==> config.mk <==
export PLATFORM = sky130hd
export DESIGN_NAME = gpio_port
export DESIGN_NICKNAME = d
export VERILOG_FILES = /design/src/rtl/gpio_pkg.sv /design/src/rtl/gpio_sync.sv /design/src/rtl/gpio_detect.sv /design/src/rtl/gpio_status.sv /design/src/rtl/gpio_port.sv
export SDC_FILE = /design/constraint.sdc
export NUM_CORES = 1
export LEC_CHECK = 0
export ABC_AREA = 1
export ABC_CLOCK_PERIOD_IN_PS = 1560
export BUFFER_PORTS_ARGS = -buffer_cell sky130_fd_sc_hd__buf_4
export CORE_MARGIN = 2
export CORE_UTILIZATION = 32
export CTS_CLUSTER_SIZE = 8
export DETAILED_ROUTE_END_ITERATION = 16
export PLACE_DENSITY = 0.5
export REMOVE_ABC_BUFFERS = 1
export SYNTH_ARGS = -nofsm -noshare
export SYNTH_HDL_FRONTEND = slang
export SYNTH_SLANG_ARGS = --single-unit
==> constraint.sdc <==
create_clock -name clk_i -period 1.56 [get_ports clk_i]
set_clock_uncertainty 0.15 [all_clocks]
set_input_delay 0.234 -clock clk_i [delete_from_list [all_inputs] [get_ports clk_i]]
set_output_delay 0.234 -clock clk_i [all_outputs]
set_load 0.01 [all_outputs]
==> src/rtl/gpio_pkg.sv <==
package gpio_pkg;
  typedef enum logic [1:0] {
    TRIG_LOW  = 2'b00,
    TRIG_HIGH = 2'b01,
    TRIG_RISE = 2'b10,
    TRIG_FALL = 2'b11
  } trig_e;

  localparam int unsigned ADDR_W = 5;
  localparam logic [ADDR_W-1:0] OFS_DATA   = 5'h00;
  localparam logic [ADDR_W-1:0] OFS_DIR    = 5'h04;
  localparam logic [ADDR_W-1:0] OFS_CFG_LO = 5'h08;
  localparam logic [ADDR_W-1:0] OFS_CFG_HI = 5'h0C;
  localparam logic [ADDR_W-1:0] OFS_MASK   = 5'h10;
  localparam logic [ADDR_W-1:0] OFS_STAT   = 5'h14;
endpackage

==> src/rtl/gpio_sync.sv <==
module gpio_sync #(
  parameter int unsigned WIDTH = 32
) (
  input  logic             clk_i,
  input  logic             rst_ni,
  input  logic [WIDTH-1:0] async_i,
  output logic [WIDTH-1:0] sync_o
);
  logic [WIDTH-1:0] meta_q, sync_q;

  always_ff @(posedge clk_i or negedge rst_ni) begin
    if (!rst_ni) begin
      meta_q <= '0;
      sync_q <= '0;
    end else begin
      meta_q <= async_i;
      sync_q <= meta_q;
    end
  end

  assign sync_o = sync_q;

  // exactly two stages of latency
  a_r3_sync_latency: assert property (@(posedge clk_i) disable iff (!rst_ni)
    ($past(rst_ni) && $past(rst_ni, 2)) |-> (sync_o == $past(async_i, 2)));
endmodule

==> src/rtl/gpio_detect.sv <==
module gpio_detect
  import gpio_pkg::*;
#(
  parameter int unsigned WIDTH = 32
) (
  input  logic               clk_i,
  input  logic               rst_ni,
  input  logic [WIDTH-1:0]   level_i,
  input  logic [2*WIDTH-1:0] mode_i,
  output logic [WIDTH-1:0]   hit_o
);
  logic [WIDTH-1:0] last_q;

  always_ff @(posedge clk_i or negedge rst_ni) begin
    if (!rst_ni) last_q <= '0;
    else         last_q <= level_i;
  end

  for (genvar n = 0; n < WIDTH; n++) begin : g_pin
    trig_e mode;
    assign mode = trig_e'(mode_i[2*n +: 2]);
    always_comb begin
      unique case (mode)
        TRIG_LOW:  hit_o[n] = ~level_i[n];
        TRIG_HIGH: hit_o[n] =  level_i[n];
        TRIG_RISE: hit_o[n] =  level_i[n] & ~last_q[n];
        default:   hit_o[n] = ~level_i[n] &  last_q[n];
      endcase
    end

    // an edge hit lasts a single cycle while the level holds
    a_r6_edge_single: assert property (@(posedge clk_i) disable iff (!rst_ni)
      (hit_o[n] && mode_i[2*n+1] && $stable(mode_i[2*n +: 2])) |=> (!hit_o[n] || !$stable(level_i[n])));
  end
endmodule

==> src/rtl/gpio_status.sv <==
module gpio_status #(
  parameter int unsigned WIDTH = 32
) (
  input  logic             clk_i,
  input  logic             rst_ni,
  input  logic [WIDTH-1:0] hit_i,
  input  logic [WIDTH-1:0] clr_i,
  input  logic [WIDTH-1:0] mask_i,
  output logic [WIDTH-1:0] stat_o,
  output logic             irq_o
);
  logic [WIDTH-1:0] stat_q;

  // set wins over clear
  always_ff @(posedge clk_i or negedge rst_ni) begin
    if (!rst_ni) stat_q <= '0;
    else         stat_q <= (stat_q & ~clr_i) | hit_i;
  end

  assign stat_o = stat_q;
  assign irq_o  = |(stat_q & mask_i);

  a_r8_set_wins: assert property (@(posedge clk_i) disable iff (!rst_ni)
    (|hit_i) |=> ((stat_o & $past(hit_i)) == $past(hit_i)));

  a_r7_clear_takes: assert property (@(posedge clk_i) disable iff (!rst_ni)
    (|clr_i) |=> ((stat_o & $past(clr_i) & ~$past(hit_i)) == '0));

  a_r9_irq_when_pending: assert property (@(posedge clk_i) disable iff (!rst_ni)
    (|(hit_i & mask_i) && $stable(mask_i)) |=> (irq_o || !$stable(mask_i)));
endmodule

==> src/rtl/gpio_port.sv <==
module gpio_port
  import gpio_pkg::*;
#(
  parameter int unsigned PINS = 32
) (
  input  logic              clk_i,
  input  logic              rst_ni,
  input  logic              bus_we_i,
  input  logic [ADDR_W-1:0] bus_addr_i,
  input  logic [PINS-1:0]   bus_wdata_i,
  output logic [PINS-1:0]   bus_rdata_o,
  input  logic [PINS-1:0]   pin_i,
  output logic [PINS-1:0]   pin_o,
  output logic [PINS-1:0]   pin_oe_o,
  output logic              irq_o
);
  localparam int unsigned CFG_PINS = PINS / 2;

  logic [PINS-1:0] data_q, dir_q, cfg_lo_q, cfg_hi_q, mask_q;
  logic [PINS-1:0] level, hit, stat, clr;

  always_ff @(posedge clk_i or negedge rst_ni) begin
    if (!rst_ni) begin
      data_q   <= '0;
      dir_q    <= '0;
      cfg_lo_q <= '0;
      cfg_hi_q <= '0;
      mask_q   <= '0;
    end else if (bus_we_i) begin
      unique case (bus_addr_i)
        OFS_DATA:   data_q   <= bus_wdata_i;
        OFS_DIR:    dir_q    <= bus_wdata_i;
        OFS_CFG_LO: cfg_lo_q <= bus_wdata_i;
        OFS_CFG_HI: cfg_hi_q <= bus_wdata_i;
        OFS_MASK:   mask_q   <= bus_wdata_i;
        default: ;
      endcase
    end
  end

  assign clr = (bus_we_i && bus_addr_i == OFS_STAT) ? bus_wdata_i : '0;

  gpio_sync #(.WIDTH(PINS)) u_sync (
    .clk_i   (clk_i),
    .rst_ni  (rst_ni),
    .async_i (pin_i),
    .sync_o  (level)
  );

  gpio_detect #(.WIDTH(PINS)) u_detect (
    .clk_i   (clk_i),
    .rst_ni  (rst_ni),
    .level_i (level),
    .mode_i  ({cfg_hi_q[2*CFG_PINS-1:0], cfg_lo_q[2*CFG_PINS-1:0]}),
    .hit_o   (hit)
  );

  gpio_status #(.WIDTH(PINS)) u_status (
    .clk_i  (clk_i),
    .rst_ni (rst_ni),
    .hit_i  (hit),
    .clr_i  (clr),
    .mask_i (mask_q),
    .stat_o (stat),
    .irq_o  (irq_o)
  );

  always_comb begin
    unique case (bus_addr_i)
      OFS_DATA:   bus_rdata_o = (data_q & dir_q) | (level & ~dir_q);
      OFS_DIR:    bus_rdata_o = dir_q;
      OFS_CFG_LO: bus_rdata_o = cfg_lo_q;
      OFS_CFG_HI: bus_rdata_o = cfg_hi_q;
      OFS_MASK:   bus_rdata_o = mask_q;
      OFS_STAT:   bus_rdata_o = stat;
      default:    bus_rdata_o = '0;
    endcase
  end

  assign pin_o    = data_q;
  assign pin_oe_o = dir_q;

  a_r2_oe_follows_dir: assert property (@(posedge clk_i) disable iff (!rst_ni)
    (bus_we_i && bus_addr_i == OFS_DIR) |=> (pin_oe_o == $past(bus_wdata_i)));

  a_r3_data_drives_pins: assert property (@(posedge clk_i) disable iff (!rst_ni)
    (bus_we_i && bus_addr_i == OFS_DATA) |=> (pin_o == $past(bus_wdata_i)));

  a_r10_unmapped_write_inert: assert property (@(posedge clk_i) disable iff (!rst_ni)
    (bus_we_i && bus_addr_i > OFS_STAT) |=> ($stable(pin_o) && $stable(pin_oe_o)));
endmodule

## Word-level counts from Yosys, hierarchy flattened

Cells that the tools add are included.

- Bits in registers: 288
- Input port bits: 72
- Output and inout port bits: 97
- Word-level logic and storage cells: 288

- Equality and inequality tests: 69
- Multiplexer cells: 34
- Bitwise gates (word level): 136
- Reduce and logical (&&, ||, !) cells: 40

Operators with widths:

| kind | count |
|---|---|
| one-hot mux 32 bit (6 select lines) | 1 |
| bitwise AND 32 bit | 4 |
| one-hot mux 1 bit (3 select lines) | 32 |
| bitwise AND 1 bit | 64 |
| == test 2 x 1 -> 1 bit (second input constant) | 32 |
| == test 2 bit (second input constant) | 32 |
| logical NOT 2 bit | 32 |
| inverter 1 bit | 64 |
| inverter 32 bit | 2 |
| OR 32 bit | 2 |
| 2-to-1 mux 32 bit | 1 |
| OR reduction 32 bit | 1 |
| == test 5 x 4 -> 1 bit (second input constant) | 2 |
| == test 5 bit (second input constant) | 2 |
| AND reduction 2 bit | 5 |
| == test 5 x 3 -> 1 bit (second input constant) | 1 |
| logical NOT 5 bit | 1 |
| logical AND 1 bit | 1 |

## Longest topological paths before layout

- Depth after elaboration: 6
- Gate-level depth with buffers: 9
- Gate-level depth less buffers: 7

## By module

Synthesis repeated with hierarchy kept, for this count alone.

- Cell total of the unflattened synthesis: 1,802
- Area total of the unflattened synthesis: 13,997.2 um2

By module, submodules not included:

| module | instances | cells an instance | area an instance (um2) | sequential area each (um2) |
|---|---|---|---|---|
| gpio_port | 1 | 1,099 | 8,475.6 | 4,003.8 |
| gpio_detect | 1 | 480 | 2,522.4 | 800.8 |
| gpio_sync | 1 | 64 | 1,601.5 | 1,601.5 |
| gpio_status | 1 | 159 | 1,397.6 | 800.8 |

## Worst setup path after synthesis

Ideal clock, no wire load.

- Path kind: input -> output
- Start: in bus_addr_i[2]
- End: out bus_rdata_o[10]
- Arrival: 1,198 ps
- Data required time: 1,176 ps
- Setup slack: -22 ps
- Stages on the path: 7
- Path buffers: 2
- Cell sequence: buf_4 -> nor2_4 -> clkbuf_1 -> nand4_1 -> nand2_1 -> nor2_1 -> nand2_1

- Longest elaborated chain between the ends: 2
- Elaborated cells between the ends (all ways): 7
- Classes of those cells: eq/ne (5); mux (1); reduce/logical (1)

Ends and longest elaborated chain:

| element | RTL line | RTL |
|---|---|---|
| start: declaration | gpio_port.sv:9 | `input logic [ADDR_W-1:0] bus_addr_i,` |
| == test 5 bit, or another cell as far along | gpio_port.sv:69 | `unique case (bus_addr_i)` |
| one-hot mux 32 bit (6 select lines) (*) | gpio_port.sv:69 |  |
| end: declaration | gpio_port.sv:11 | `output logic [PINS-1:0] bus_rdata_o,` |

Mark *: on every way between the ends. The rest lies on a longest branch, timed or not.

## Final worst setup path

- Start: reg u_status.stat_q[30], in the netlist u_status.stat_o[30]
- End: out irq_o

- Longest elaborated chain between the ends: 2

Ends and longest elaborated chain:

| element | RTL line | RTL |
|---|---|---|
| start: declaration | gpio_status.sv:12 | `logic [WIDTH-1:0] stat_q;` |
| start signal: assignment | gpio_status.sv:17 | `else stat_q <= (stat_q & ~clr_i) \| hit_i;` |
| bitwise AND 32 bit | gpio_status.sv:21 | `assign irq_o = \|(stat_q & mask_i);` |
| OR reduction 32 bit | gpio_status.sv:21 |  |
| end: declaration | gpio_port.sv:15 | `output logic irq_o` |

Every way passes these cells.

==> metrics.md <==
| Metric | Value |
|---|---|
| Status | `finished, violations left` |
| Failing checks | `negative hold slack, negative setup slack` |
| Violation count after the first detailed-route iteration | `around 890` |
| Final Cycle Share | `132%` |
| Hold_ws | `-11.9 ps` |
| Crit-path cells | `nand2_2 > nand2_2 > nor2_4 > nand2_2 > nor2_4 > nand2_2 > buf_6` |
| Sum Neg Setup Slack | `-12150 ps` |
| WP buf/inv | `1` |
| Total GRT Usage | `21.2%` |
| Crit path max fanout | `3` |
| Core Region | `41100 µm²` |
| Row cnt | `74` |
| Post-DP HPWL | `32100 µm` |
| Vias per cell | `slightly below 5` |
| Vias | `12716` |
| Vias in the first global route | `12509` |
| # setup viols final | `42` |
| Crit path DAT | `1680 ps` |
| Final Critical Period | `~2100 ps` |
| Critical Path Source Type | `register` |
| Layout cells sized above 1 | `25.3%` |
| First-pass GRT wire length | `71700 µm` |
| Port buffer count | `168` |
| ANT cells | `0` |
| Hold Crit Class | `in2async` |
| Worst IR Drop VDD | `between 0.7 and 0.8 mV` |
| Yosys warnings | `0` |
| Synth Instances | `1692` |
| Fmax | `around 480 MHz` |
| Area Growth Syn to Fin | `42.9%` |
| DIE HEIGHT | `209 µm` |
| DRC Markers | `0` |
| Seq/Total Area, Yosys | `53.7%` |
| I/O pin total | `169` |
| Max-slew violation count | `0` |
| GR Overflow Total | `0` |
| Endpoint class of the critical path | `primary output` |
| CTS tree | `built` |
| DR WL/cell | `17.5 µm` |
| Critical path required time | `1180 ps` |
| CTS Buf Count | `between 40 and 50` |
| Synthesized area per cell | `7.93 µm²` |
| DRT Pass-1 Iters | `5` |
| Clk slew on worst S/H paths | `50 ps` |
| Slew headroom | `78.2%` |
| NumNets Final | `between 2000 and 2500` |
| Pre-CTS setup slack | `-315 ps` |
| Initial Util | `~33%` |
| Placer Congestion | `roughly 0.84` |
| Yosys cell types | `24` |
| Cell Pwr Density | `1140 nW/µm²` |
| Top delay family on crit path | `simple AND/OR/NAND/NOR gates` |
| Slew @ Worst Pin | `about 330 ps` |
| Clk buf depth | `3` |
| Cell mode on critical path | `nand2_2` |
| DIE WIDTH | `between 200 and 250 µm` |
| Max incr delay on CP | `410 ps` |
| Root Buffer | `clkbuf_16` |
| H-Tree Depth | `2` |
| Hold Violations, Final | `11` |
| Total Wirelength | `about 46000 µm` |
| Syn Std Cell Area | `13400 µm²` |
| Skew-Pair Late Insertion Delay | `560 ps` |
| Largest net degree at the start of global routing | `60` |
| Max-cap violations | `0` |
| Initial antenna violation count | `0` |
| Die ar. | `43600 µm²` |
| Worst Path Class, Setup | `reg2out` |
| Routed Antenna Nets | `0` |
| Static Leak | `around 9.6 nW` |
| Unrepaired setup endpoints after global routing | `true` |
| CP max-delay cell | `dfrtp_1` |
| Clock Sink Count | `288` |
| Post-route setup slack | `-504 ps` |
| Flops & latches, synth | `288` |
report_power, final:
| group | switching, mW | internal [mW] | total, mW |
|---|---|---|---|
| clock network | 3.28 | 4.76 | 8.04 |
| logic | 2.37 | 2.20 | 4.57 |
| registers | 0.899 | 8.41 | 9.31 |
| total | 6.54 | 15.4 | 21.9 |
layout by cell type, fill, tap and decap left out, types with 4 or more instances in the layout:
| cell | n |
|---|---|
| o22ai_1 | 32 |
| inv_2 | 23 |
| o21ai_0 | 133 |
| o21ai_1 | 67 |
| dfrtp_1 | 273 |
| a21oi_2 | 4 |
| dfrtp_2 | 15 |
| nand3_1 | 34 |
| nand2_1 | 488 |
| clkbuf_16 | 42 |
| buf_6 | 83 |
| nand4_1 | 128 |
| buf_4 | 251 |
| buf_12 | 34 |
| a21oi_1 | 28 |
| nand2_2 | 21 |
| nor2_1 | 108 |
| nor2_2 | 35 |
| inv_1 | 204 |
| nor2_4 | 7 |
| dlygate4sd3_1 | 66 |
through the flow:
| stage | utilization [%] | std cells | hold WS, ps | cell area [µm²] | power (mW) |
|---|---|---|---|---|---|
| floorplan | - | 1609 | -212 | 13000 | 11.1 |
| global placement | 39.9 | 2448 | -34.4 | 16400 | 13.2 |
| detailed placement | 39.9 | 2448 | -29.2 | 16400 | 13.3 |
| CTS | 45.9 | 2599 | 139 | 18900 | 22.0 |
| global route | 46.6 | 2624 | 10.8 | 19200 | 23.1 |
| finish | 46.6 | 2624 | -11.9 | 19200 | 21.9 |
final cells by class:
class / count / area [µm²]
clock buffers: 44 / 1060
clock inverters: 4 / 42.5
inverters: 228 / 858
repair buffers: 435 / 4180
multi-input cells: 1093 / 5140
well taps: 532 / 666
flip-flops and latches: 288 / 7230
fillers: 4011 / 21900
kinds of logic after synthesis:
logic type,after synthesis,share of synthesized area (%)
compound gates,264,10.2
simple gates,829,26.7
flops,288,53.7
buf+inv,311,9.38
flip-flops by register name (all words and copies together), names as in the netlist:
signal	count
u_sync.meta_q	32
u_status.stat_o	32
cfg_lo_q	32
mask_q	32
cfg_hi_q	32
u_detect.last_q	32
u_sync.sync_o	32
pin_o	32
pin_oe_o	32
worst reg2reg max path: stages (launching register included):
cell	delay, ps
dfrtp_1	360
inv_2	40
buf_4	120
buf_4	120
o21ai_0	200
nand2_1	90
nand2_1	70
nand2_1	50
metal layers:
metal	wire length, µm	up-vias	track usage [%]	share of wire, %
li1	-	6235	-	-
met5	0	-	0	0
met1	21300	6063	29.4	46
met4	1080	0	6.23	2.3
met2	21100	340	33.9	46
met3	2440	78	3.67	5.3
synthesized netlist by cell type:
| cell type | count | area share, % |
|---|---|---|
| a21oi_1 | 32 | 1.2 |
| buf_1 | 5 | 0.14 |
| buf_2 | 31 | 1.2 |
| buf_4 | 5 | 0.28 |
| buf_6 | 4 | 0.34 |
| clkbuf_1 | 38 | 1.1 |
| dfrtp_1 | 288 | 54 |
| inv_1 | 224 | 6.3 |
| inv_2 | 3 | 0.084 |
| inv_4 | 1 | 0.047 |
| nand2_1 | 510 | 14 |
| nand2_4 | 1 | 0.084 |
| nand3_1 | 34 | 1.3 |
| nand3_4 | 1 | 0.13 |
| nand4_1 | 128 | 6.0 |
| nand4_2 | 2 | 0.19 |
| nand4_4 | 2 | 0.32 |
| nor2_1 | 146 | 4.1 |
| nor2_2 | 2 | 0.093 |
| nor2_4 | 2 | 0.17 |
| nor2_8 | 1 | 0.15 |
| o21ai_0 | 134 | 5.0 |
| o21ai_1 | 66 | 2.5 |
| o22ai_1 | 32 | 1.5 |
worst paths after layout:
| check | start | to | slack [ps] | cells after the start |
|---|---|---|---|---|
| min in group clk_i | pin_i[17] | u_sync.meta_q[17]$_DFF_PN0_ | 170 | 2 |
| max reg2reg | u_sync.sync_o[9]$_DFF_PN0_ | u_status.stat_o[9]$_DFF_PN0_ | 260 | 7 |
| max in group asynchronous | rst_ni | pin_oe_o[8]$_DFFE_PN0P_ | 650 | 3 |
| max | u_status.stat_o[30]$_DFF_PN0_ | irq_o | -500 | 7 |
| min reg2reg | u_sync.meta_q[26]$_DFF_PN0_ | u_sync.sync_o[26]$_DFF_PN0_ | 190 | 0 |
| min | rst_ni | mask_q[28]$_DFFE_PN0P_ | -10 | 2 |
what timing repair did:
| action | CTS | global route |
|---|---|---|
| gates resized for setup | 138 | 53 |
| hold endpoints to repair | 512 | 0 |
| pin swaps | 78 | 38 |
| endpoints found under the setup margin | 46 | 65 |
| buffers inserted | 37 | 29 |
| hold buffers | 67 | 0 |
Power figures use the tool's default switching activity.
